$ cat config.mk
export PLATFORM = sky130hd
export DESIGN_NAME = pwm_tmr
export DESIGN_NICKNAME = d
export VERILOG_FILES = /design/src/rtl/pwm_tmr_pkg.sv /design/src/rtl/pwm_tmr_prescale.sv /design/src/rtl/pwm_tmr_count.sv /design/src/rtl/pwm_tmr_regs.sv /design/src/rtl/pwm_tmr.sv
export SDC_FILE = /design/constraint.sdc
export NUM_CORES = 1
export LEC_CHECK = 0
export ABC_AREA = 1
export BUFFER_PORTS_ARGS = -buffer_cell sky130_fd_sc_hd__buf_4
export CORE_ASPECT_RATIO = 0.75
export CORE_MARGIN = 1.5
export CORE_UTILIZATION = 61
export DETAILED_ROUTE_END_ITERATION = 8
export GPL_TIMING_DRIVEN = 0
export PLACE_DENSITY_LB_ADDON = 0.15
export SLEW_MARGIN = 30
export SYNTH_ARGS = -nofsm -noshare
export SYNTH_HDL_FRONTEND = slang
export SYNTH_SLANG_ARGS = --single-unit
$ cat constraint.sdc
create_clock -name clk -period 5.45 [get_ports clk]
set_input_delay 0.8175 -clock clk [delete_from_list [all_inputs] [get_ports clk]]
set_output_delay 0.8175 -clock clk [all_outputs]
set_load 0.02 [all_outputs]
$ cat src/rtl/pwm_tmr_pkg.sv
package pwm_tmr_pkg;

    localparam int DATA_W      = 32;
    localparam int CNT_W       = 16;
    localparam int PRE_W       = 4;
    localparam int STRIDE_LOG2 = 4;

    typedef enum logic [1:0] {
        W_COUNT = 2'd0,
        W_HREF  = 2'd1,
        W_LREF  = 2'd2,
        W_CTRL  = 2'd3
    } word_e;

    localparam int B_RUN     = 0;
    localparam int B_OE      = 3;
    localparam int B_ONESHOT = 4;
    localparam int B_IEN     = 5;
    localparam int B_ICLR    = 6;
    localparam int B_SRST    = 7;
    localparam int B_CAPT    = 8;
    localparam int B_DIV     = 9;

    typedef struct packed {
        logic [PRE_W-1:0] div;
        logic             capt;
        logic             srst;
        logic             ien;
        logic             oneshot;
        logic             oe;
        logic             run;
    } ctrl_t;

    function automatic ctrl_t ctrl_from_word(logic [DATA_W-1:0] w);
        ctrl_t c;
        c.run     = w[B_RUN] & ~w[B_SRST];
        c.oe      = w[B_OE] & ~w[B_SRST];
        c.oneshot = w[B_ONESHOT];
        c.ien     = w[B_IEN];
        c.srst    = w[B_SRST];
        c.capt    = w[B_CAPT];
        c.div     = w[B_DIV +: PRE_W];
        return c;
    endfunction

    function automatic logic [DATA_W-1:0] ctrl_to_word(ctrl_t c);
        logic [DATA_W-1:0] w;
        w                 = '0;
        w[B_RUN]          = c.run;
        w[B_OE]           = c.oe;
        w[B_ONESHOT]      = c.oneshot;
        w[B_IEN]          = c.ien;
        w[B_SRST]         = c.srst;
        w[B_CAPT]         = c.capt;
        w[B_DIV +: PRE_W] = c.div;
        return w;
    endfunction

    function automatic logic [CNT_W-1:0] ref_clamp(logic [CNT_W-1:0] v);
        return (v == '0) ? CNT_W'(1) : v;
    endfunction

endpackage

$ cat src/rtl/pwm_tmr_prescale.sv
module pwm_tmr_prescale #(
    parameter int PRE_W = pwm_tmr_pkg::PRE_W
) (
    input  logic             clk,
    input  logic             rst,
    input  logic             en,
    input  logic             restart,
    input  logic [PRE_W-1:0] div,
    output logic             tick
);
    logic [PRE_W-1:0] phase_q;

    assign tick = en && !restart && (phase_q >= div);

    always_ff @(posedge clk) begin
        if (rst || restart) begin
            phase_q <= '0;
        end else if (en) begin
            phase_q <= tick ? '0 : phase_q + 1'b1;
        end
    end

    // after an advance with a nonzero divisor the next clock cannot advance again
    a_r2_tick_spacing: assert property (@(posedge clk) disable iff (rst)
        (tick && div != '0) |=> (!tick || div != $past(div)));

    // the divider phase holds while counting is stopped
    a_r2_phase_hold: assert property (@(posedge clk) disable iff (rst)
        (!en && !restart) |=> $stable(phase_q));

endmodule

$ cat src/rtl/pwm_tmr_count.sv
module pwm_tmr_count #(
    parameter int CNT_W = pwm_tmr_pkg::CNT_W
) (
    input  logic             clk,
    input  logic             rst,
    input  logic             clr,
    input  logic             load,
    input  logic [CNT_W-1:0] load_val,
    input  logic             tick,
    input  logic [CNT_W-1:0] lref,
    output logic [CNT_W-1:0] cnt_q,
    output logic             wrap
);
    logic [CNT_W:0] cnt_inc;

    assign cnt_inc = {1'b0, cnt_q} + 1'b1;
    assign wrap    = tick && !clr && !load && (cnt_inc >= {1'b0, lref});

    always_ff @(posedge clk) begin
        if (rst || clr) begin
            cnt_q <= '0;
        end else if (load) begin
            cnt_q <= load_val;
        end else if (tick) begin
            cnt_q <= wrap ? '0 : cnt_inc[CNT_W-1:0];
        end
    end

    a_r3_wrap_to_zero: assert property (@(posedge clk) disable iff (rst)
        wrap |=> (cnt_q == '0));

    a_r3_single_step: assert property (@(posedge clk) disable iff (rst)
        (tick && !wrap && !clr && !load) |=> (cnt_q == $past(cnt_q) + 1'b1));

    a_r8_load_value: assert property (@(posedge clk) disable iff (rst)
        (load && !clr) |=> (cnt_q == $past(load_val)));

endmodule

$ cat src/rtl/pwm_tmr_regs.sv
module pwm_tmr_regs
    import pwm_tmr_pkg::*;
#(
    parameter int ADDR_W = 8
) (
    input  logic              clk,
    input  logic              rst,
    input  logic              reg_wr,
    input  logic [ADDR_W-1:0] reg_addr,
    input  logic [DATA_W-1:0] reg_wdata,
    output logic [DATA_W-1:0] reg_rdata,
    input  logic [CNT_W-1:0]  cnt,
    input  logic              wrap,
    output ctrl_t             ctrl_q,
    output logic [CNT_W-1:0]  href_q,
    output logic [CNT_W-1:0]  lref_q,
    output logic              cnt_load,
    output logic              ctrl_wr,
    output logic              clr,
    output logic              flag_q
);
    logic  hit;
    word_e word;

    assign hit      = (reg_addr[ADDR_W-1:STRIDE_LOG2] == '0);
    assign word     = word_e'(reg_addr[STRIDE_LOG2-1:2]);
    assign cnt_load = reg_wr && hit && (word == W_COUNT);
    assign ctrl_wr  = reg_wr && hit && (word == W_CTRL);
    assign clr      = ctrl_wr && reg_wdata[B_SRST];

    always_ff @(posedge clk) begin
        if (rst) begin
            ctrl_q <= '0;
        end else if (ctrl_wr) begin
            ctrl_q <= ctrl_from_word(reg_wdata);
        end else begin
            ctrl_q.srst <= 1'b0;
            if (wrap && ctrl_q.oneshot) begin
                ctrl_q.run <= 1'b0;
            end
        end
    end

    always_ff @(posedge clk) begin
        if (rst) begin
            href_q <= CNT_W'(1);
            lref_q <= CNT_W'(1);
        end else if (reg_wr && hit) begin
            if (word == W_HREF) href_q <= ref_clamp(reg_wdata[CNT_W-1:0]);
            if (word == W_LREF) lref_q <= ref_clamp(reg_wdata[CNT_W-1:0]);
        end
    end

    always_ff @(posedge clk) begin
        if (rst || clr) begin
            flag_q <= 1'b0;
        end else if (wrap) begin
            flag_q <= 1'b1;
        end else if (ctrl_wr && reg_wdata[B_ICLR]) begin
            flag_q <= 1'b0;
        end
    end

    always_comb begin
        reg_rdata = '0;
        if (hit) begin
            unique case (word)
                W_COUNT: reg_rdata = DATA_W'(cnt);
                W_HREF:  reg_rdata = DATA_W'(href_q);
                W_LREF:  reg_rdata = DATA_W'(lref_q);
                W_CTRL:  reg_rdata = ctrl_to_word(ctrl_q);
                default: reg_rdata = '0;
            endcase
        end
    end

    a_r7_srst_one_cycle: assert property (@(posedge clk) disable iff (rst)
        (ctrl_q.srst && !clr) |=> !ctrl_q.srst);

    a_r7_stops_channel: assert property (@(posedge clk) disable iff (rst)
        clr |=> (!ctrl_q.run && !ctrl_q.oe && !flag_q && ctrl_q.srst));

    a_r5_oneshot_stop: assert property (@(posedge clk) disable iff (rst)
        (wrap && ctrl_q.oneshot && !ctrl_wr) |=> !ctrl_q.run);

    a_r6_flag_set: assert property (@(posedge clk) disable iff (rst)
        wrap |=> flag_q);

    a_r9_refs_nonzero: assert property (@(posedge clk) disable iff (rst)
        (href_q != '0) && (lref_q != '0));

endmodule

$ cat src/rtl/pwm_tmr.sv
module pwm_tmr
    import pwm_tmr_pkg::*;
#(
    parameter int ADDR_W = 8
) (
    input  logic              clk,
    input  logic              rst,
    input  logic              reg_wr,
    input  logic [ADDR_W-1:0] reg_addr,
    input  logic [31:0]       reg_wdata,
    output logic [31:0]       reg_rdata,
    output logic              pwm_out,
    output logic              irq
);
    ctrl_t            ctrl;
    logic [CNT_W-1:0] href;
    logic [CNT_W-1:0] lref;
    logic [CNT_W-1:0] cnt;
    logic             cnt_load;
    logic             ctrl_wr;
    logic             clr;
    logic             flag;
    logic             tick;
    logic             wrap;

    pwm_tmr_regs #(.ADDR_W(ADDR_W)) u_regs (
        .clk       (clk),
        .rst       (rst),
        .reg_wr    (reg_wr),
        .reg_addr  (reg_addr),
        .reg_wdata (reg_wdata),
        .reg_rdata (reg_rdata),
        .cnt       (cnt),
        .wrap      (wrap),
        .ctrl_q    (ctrl),
        .href_q    (href),
        .lref_q    (lref),
        .cnt_load  (cnt_load),
        .ctrl_wr   (ctrl_wr),
        .clr       (clr),
        .flag_q    (flag)
    );

    pwm_tmr_prescale #(.PRE_W(PRE_W)) u_pre (
        .clk     (clk),
        .rst     (rst),
        .en      (ctrl.run),
        .restart (clr || cnt_load),
        .div     (ctrl.div),
        .tick    (tick)
    );

    pwm_tmr_count #(.CNT_W(CNT_W)) u_cnt (
        .clk      (clk),
        .rst      (rst),
        .clr      (clr),
        .load     (cnt_load),
        .load_val (reg_wdata[CNT_W-1:0]),
        .tick     (tick),
        .lref     (lref),
        .cnt_q    (cnt),
        .wrap     (wrap)
    );

    assign pwm_out = ctrl.run && ctrl.oe && (cnt < href);
    assign irq     = flag && ctrl.ien;

    a_r5_rests_low: assert property (@(posedge clk) disable iff (rst)
        (wrap && ctrl.oneshot && !ctrl_wr) |=> !pwm_out);

    a_r7_output_off: assert property (@(posedge clk) disable iff (rst)
        clr |=> (!pwm_out && !irq));

endmodule

* Word-level counts from Yosys, hierarchy flattened
Index checks and enable logic that the tools add are counted.
** Word-level totals
- Register bits :: 63
- Input port bits :: 43
- Output and inout port bits :: 34
- Logic and storage cells :: 64
** Cells by class
- Add/sub/neg operators :: 2
- Magnitude comparators :: 3
- Eq/ne operators :: 3
- Mux-type cells :: 11
- Bitwise logic cells :: 4
- Reductions and logical operators :: 29
** Operators by type and width (count)
- 32-bit case mux with 4 select lines :: 1
- 16-bit 2-to-1 mux :: 4
- 32-bit 2-to-1 mux :: 1
- 16-bit by 1-bit adder with 17-bit output (second input constant) :: 1
- 17-bit by 16-bit >= comparator with 1-bit output :: 1
- 16-bit zero test :: 1
- 16-bit < comparator :: 1
- 1-bit logical AND :: 14
- 2-bit nonzero test :: 3
- 4-bit by 1-bit adder with 4-bit output (second input constant) :: 1
- 2-bit equality test (second input constant) :: 2
- 4-bit >= comparator :: 1
- 4-bit zero test :: 1
- 1-bit 2-to-1 mux :: 4
- 4-bit 2-to-1 mux :: 1
- 2-bit AND reduction :: 2
- 1-bit zero test :: 3
- 1-bit logical OR :: 3
- 1-bit AND :: 2
- 2-bit by 1-bit equality test with 1-bit output (second input constant) :: 1
- 2-bit zero test :: 1
- 1-bit inverter :: 2
- 2-bit OR reduction :: 1

* Depth between registers and ports, before layout
- Depth in word-level cells :: 14
- Gate-level depth with buffers :: 20
- Gate-level depth less buffers :: 20

* Modules after synthesis
From an unflattened synthesis, not the netlist that was laid out.
** Unflattened totals
- Cell total of the unflattened synthesis :: 703
- Area, all modules :: 4639.4 um^2
** Modules (own cells, without submodules)
- pwm_tmr_regs :: instances 1, cells an instance 337, area an instance 2202.1 um^2, sequential area each 860.8 um^2
- pwm_tmr_count :: instances 1, cells an instance 254, area an instance 1692.9 um^2, sequential area each 320.3 um^2
- pwm_tmr :: instances 1, cells an instance 70, area an instance 430.4 um^2, sequential area each 0.0 um^2
- pwm_tmr_prescale :: instances 1, cells an instance 42, area an instance 314.1 um^2, sequential area each 80.1 um^2

* Worst setup path after synthesis
No wires, ideal clock.
- Path kind :: input port to output port
- From :: in reg_addr[3]
- To :: out reg_rdata[10]
- Data arrival time :: 1955 ps
- Required time :: 4633 ps
- Path slack :: 2678 ps
- Stages on the path :: 8
- Buffers on the path :: 2
- Cell sequence :: buf_4 inv_2 nor2_4 inv_1 clkbuf_1 o22ai_1 a21oi_1 a21oi_1
** On the way
- Cells in the longest elaborated chain, start to end :: 3
- Elaborated cells between the ends (all ways) :: 6
- Those cells by class :: 3 x eq/ne; 2 x mux; 1 x reduce/logical
** Ends and longest elaborated chain
- from (decl) :: RTL line pwm_tmr.sv:9 : input logic [ADDR_W-1:0] reg_addr,
- 2-bit equality test (tied with other cells) :: RTL line pwm_tmr_regs.sv:67 : unique case (word)
- 32-bit case mux with 4 select lines * :: RTL line pwm_tmr_regs.sv:67
- 32-bit 2-to-1 mux * :: RTL line pwm_tmr_regs.sv:66 : if (hit) begin
- to (decl) :: RTL line pwm_tmr.sv:11 : output logic [31:0] reg_rdata,
Every way passes the cells marked *; elsewhere a longest branch is shown, timed or not. The select of a mux whose other input is x is not followed.

* Worst setup path in the final report
- From :: reg u_cnt.cnt_q[4]
- To :: reg u_cnt.cnt_q[9]
** On the way
- Cells in the longest elaborated chain, start to end :: 6
** Ends and longest elaborated chain
- from (decl) :: RTL line pwm_tmr_count.sv:11 : output logic [CNT_W-1:0] cnt_q,
- from (signal assigned) :: RTL line pwm_tmr_count.sv:23 : cnt_q <= load_val;
- from (signal assigned) :: RTL line pwm_tmr_count.sv:25 : cnt_q <= wrap ? '0 : cnt_inc[CNT_W-1:0];
- 16-bit by 1-bit adder with 17-bit output * :: RTL line pwm_tmr_count.sv:16 : assign cnt_inc = {1'b0, cnt_q} + 1'b1;
- 17-bit by 16-bit >= comparator with 1-bit output :: RTL line pwm_tmr_count.sv:17 : assign wrap = tick && !clr && !load && (cnt_inc >= {1'b0, lref});
- 1-bit logical AND :: RTL line pwm_tmr_count.sv:17
- 16-bit 2-to-1 mux * :: RTL line pwm_tmr_count.sv:25
- 16-bit 2-to-1 mux * :: RTL line pwm_tmr_count.sv:24 : end else if (tick) begin
- 16-bit 2-to-1 mux * :: RTL line pwm_tmr_count.sv:22 : end else if (load) begin
Marks and branches as above.
A chain may end at the register's enable or synchronous reset.

==> run summary <==
* **run status** finished, final reports clean
* **critical-path maximum fanout** 10
* **Port-buffer cells** 40
* **height of the chip** 77.6 um
* **Final Net Count** 772
* **Mean Syn Cell Area** 7.23 um2
* **vias per cell** 5.91
* **number of rows in the core area** 26
* **highest-delay cell along the critical path** nor3_2
* **maximum number of pins on one net before global-route repair** 13
* **Detail Route Antenna Nets** 0
* **slack of the worst reg-to-reg path** 2240 ps
* **Arr. time, crit path** 3500 ps
* **fin. max-slew vios** 0
* **wire length of the first global-routing pass** 22.7 mm
* **power per cell area** 211 nW/um2
* **count of vias placed by the detailed router** 4698
* **proportion of layout cells with a drive suffix above 1** 20.8%
* **Post-CTS Setup Inserts** 0
* **drt total wl** 14.3 mm
* **Clock Skew** 7.96 ps
* **cell count after synthesis** 626
* **final hold violation count** 0
* **Hold Crit Depth** 2
* **routability congestion estimate from global placement** 0.931
* **peak clock frequency supported by timing** 312 MHz
* **HP Class** reg2reg
* **number of CTS-inserted buffers** 9
* **iteration count of the initial detailed-routing pass** 7
* **placed instance count** 779
* **Layout area overhead** 16.0%
* **clk slew on worst S/H paths** 80 ps
* **Crit path required time** 5740 ps
* **full die area** 7950 um2
* **clock root cell** clkbuf_8
* **startpoint-to-endpoint class of the critical path** reg2reg
* **sequential area share after synthesis** 27.9%
* **number of distinct standard cells referenced by the synthesized netlist** 43
* **post-cts sizing count** 0
* **number of buffers inserted by hold repair at cts** 0
* **worst path buffer plus inverter count** 4
* **cell count of the worst reg-to-reg path** 16
* **final count of negative-setup-slack endpoints** 0
* **clock sinks** 63
* **max-capacitance violation count** 0
* **clock latency of the later-clocked register in the worst-skew pair** 360 ps
* **Max rail drop VDD** 148 uV
* **Static Leak** 2.36 nW
* **post-layout min period** 3210 ps
* **starting density of the core** 64.7%
* **Slew Limit Headroom** 60.5%
* **drc violations** 0
* **number of I/O pins** 77
* **startpoint of the worst setup timing path** u_cnt.cnt_q[4]
* **element type at the critical path start** register
* **core outline area** 6990 um2
* **via count of the first global-routing pass** 4427
* **antenna cells** 0
* **synthesized flop and latch total** 63
* **setup repair after global routing missed its margin** no
* **Overflow after GRT** 0
* **critical path cell sequence** inv_1 -> nor3_2 -> nand3b_1 -> xor2_1 -> inv_1 -> ha_1 -> nand2_1 -> inv_1 -> nand2_1 -> nor2_1 -> nand2_1 -> nand3_1 -> a21oi_4 -> buf_4 -> nand4_1 -> a21oi_2
* **setup_tns** 0 ps
* **clock tree from TritonCTS** done
* **number of antenna violations at the first check in global routing** 0
* **r2r startpoint** u_cnt.cnt_q[4]
* **Critical R2R Capture** u_cnt.cnt_q[9]
* **average routed wire per standard cell** 18.0 um
* **final clock period utilization by the worst path** 58.9%
* **placed wire-length estimate** 11.1 mm
* **global-route usage over all layers** 37.9%
* **transition at the pin with the smallest max-transition slack** 592 ps
* **total number of yosys warnings** 0
* **peak per-stage delay on the critical path** 510 ps
* **CTS max path bufs** 2
* **launch point of the worst hold path** u_regs.href_q[0]
* **cell family with most CP delay** simple AND/OR/NAND/NOR gates
* **count of routing violations after the opening detailed-route iteration** 423
* **cell area after synthesis** 4530 um2
* **Layout Cells excl Fill** 795
* **hold worst-path end** u_regs.href_q[0]
* **die width** 102 um
* **kind of end point of the critical path** register
* **H-tree levels** 3
tightest hold or removal path: cells and delay by family, from the launching register on:
family / cells / cell delay (ps)
flops: 1 / 310
compound gates: 1 / 70
simple gates: 1 / 80
synthesized netlist by cell type:
| library cell | count | share of area (%) |
|---|---|---|
| nor2_1 | 25 | 2.1 |
| inv_1 | 107 | 8.9 |
| conb_1 | 1 | 0.083 |
| nand3_1 | 26 | 2.9 |
| a21oi_4 | 1 | 0.36 |
| o21ai_2 | 7 | 1.4 |
| nand3_4 | 1 | 0.39 |
| a211oi_1 | 6 | 1.0 |
| nor3_1 | 6 | 0.66 |
| ha_1 | 37 | 10 |
| o211ai_1 | 2 | 0.33 |
| inv_4 | 1 | 0.14 |
| a21oi_2 | 7 | 1.4 |
| a21o_1 | 1 | 0.17 |
| nand3b_1 | 2 | 0.33 |
| clkbuf_1 | 8 | 0.66 |
| inv_2 | 14 | 1.2 |
| buf_8 | 1 | 0.33 |
| o21ai_0 | 56 | 6.2 |
| o221ai_1 | 2 | 0.39 |
| o41ai_1 | 1 | 0.19 |
| o21ai_1 | 6 | 0.66 |
| nor2_4 | 4 | 1.0 |
| nand2_2 | 3 | 0.41 |
| buf_2 | 12 | 1.3 |
| a221oi_1 | 8 | 1.5 |
| buf_6 | 2 | 0.50 |
| o21bai_1 | 1 | 0.17 |
| nand2_4 | 1 | 0.25 |
| o2111ai_1 | 1 | 0.19 |
| clkinv_1 | 1 | 0.083 |
| dfxtp_1 | 63 | 28 |
| nand4_1 | 24 | 3.3 |
| o21a_1 | 1 | 0.17 |
| a21oi_1 | 75 | 8.3 |
| nand3_2 | 10 | 2.2 |
| nand2_1 | 55 | 4.6 |
| nor2_2 | 4 | 0.55 |
| nor3_2 | 1 | 0.22 |
| nor2_8 | 1 | 0.44 |
| o22ai_1 | 6 | 0.83 |
| xor2_1 | 16 | 3.1 |
| buf_4 | 19 | 3.2 |
logic make-up (layout without fill, tap and decap cells):
| logic type | count (synthesis) | after routing | share of synthesized area [%] |
|---|---|---|---|
| compound gates | 181 | 181 | 23.2 |
| xor+xnor | 16 | 16 | 3.10 |
| fa+ha+maj | 37 | 37 | 10.2 |
| buf+inv | 165 | 221 | 16.2 |
| flops | 63 | 63 | 27.9 |
| other cells | 1 | 16 | 0.0829 |
| simple gates | 163 | 163 | 19.3 |
worst max-delay path by stage:
stage / endpoint / slack, ps / cells after the start
3_3_place_gp: reg_rdata[6] / 2400 / 9
2_1_floorplan: reg_rdata[10] / 2680 / 8
4_1_cts: u_cnt.cnt_q[9] / 2330 / 19
6_report: u_cnt.cnt_q[9] / 2240 / 16
5_1_grt: u_cnt.cnt_q[9] / 2000 / 19
3_5_place_dp: u_cnt.cnt_q[9] / 2340 / 19
through the flow:
step | worst slack (ps) | area [um2] | utilization (%) | power (W) | hold WS [ps]
2_1_floorplan | 2680 | 4580 | - | 0.000559 | 454
3_3_place_gp | 2400 | 5000 | 71.6 | 0.000598 | 479
3_5_place_dp | 2340 | 5000 | 71.6 | 0.000600 | 484
4_1_cts | 2330 | 5250 | 75.0 | 0.00110 | 497
5_1_grt | 2000 | 5250 | 75.0 | 0.00114 | 520
6_report | 2240 | 5250 | 75.0 | 0.00111 | 509
placed cells by master (no fill, tap or decap), types with 3 or more instances in the layout:
cell type  Yosys  routed
a211oi_1       6       6
a21oi_1       75      75
a21oi_2        7       7
a221oi_1       8       8
buf_2         12      12
buf_4         19      59
bufinv_16      0       3
clkbuf_1       8       8
clkbuf_8       0       9
conb_1         1      16
dfxtp_1       63      63
ha_1          37      37
inv_1        107     107
inv_2         14      14
nand2_1       55      55
nand2_2        3       3
nand3_1       26      26
nand3_2       10      10
nand4_1       24      24
nor2_1        25      25
nor2_2         4       4
nor2_4         4       4
nor3_1         6       6
o21ai_0       56      56
o21ai_1        6       6
o21ai_2        7       7
o22ai_1        6       6
xor2_1        16      16
area by class of cell:
| type | count | area, um2 |
|---|---|---|
| multi-input cells | 413 | 2590 |
| fillers | 562 | 1750 |
| flip-flops and latches | 63 | 1260 |
| inverters | 123 | 464 |
| repair buffers | 40 | 300 |
| plain buffers | 42 | 270 |
| clock buffers | 9 | 124 |
| well taps | 98 | 123 |
| clock inverters | 7 | 120 |
metal layers:
| layer | vias to the layer above | wire [um] | GRT usage, % |
|---|---|---|---|
| met4 | 0 | 630 | 17.8 |
| met2 | 324 | 6160 | 56.8 |
| met1 | 2116 | 5980 | 51.4 |
| met3 | 57 | 1550 | 8.56 |
| met5 | - | 0 | 0 |
| li1 | 2201 | - | - |
registers in the layout (all words and copies together), names as in the netlist:
signal,count
u_cnt.cnt_q,16
u_regs.href_q,16
u_regs.lref_q,16
u_regs.ctrl_q,10
u_pre.phase_q,4
u_regs.flag_q,1
report_power, final:
group          total, W  switching [W]  internal (W)
logic          0.000130      0.0000864     0.0000432
registers      0.000465     0.00000247      0.000463
clock network  0.000515       0.000209      0.000305
total           0.00111       0.000298      0.000811
(Power assumes the default switching activity.)
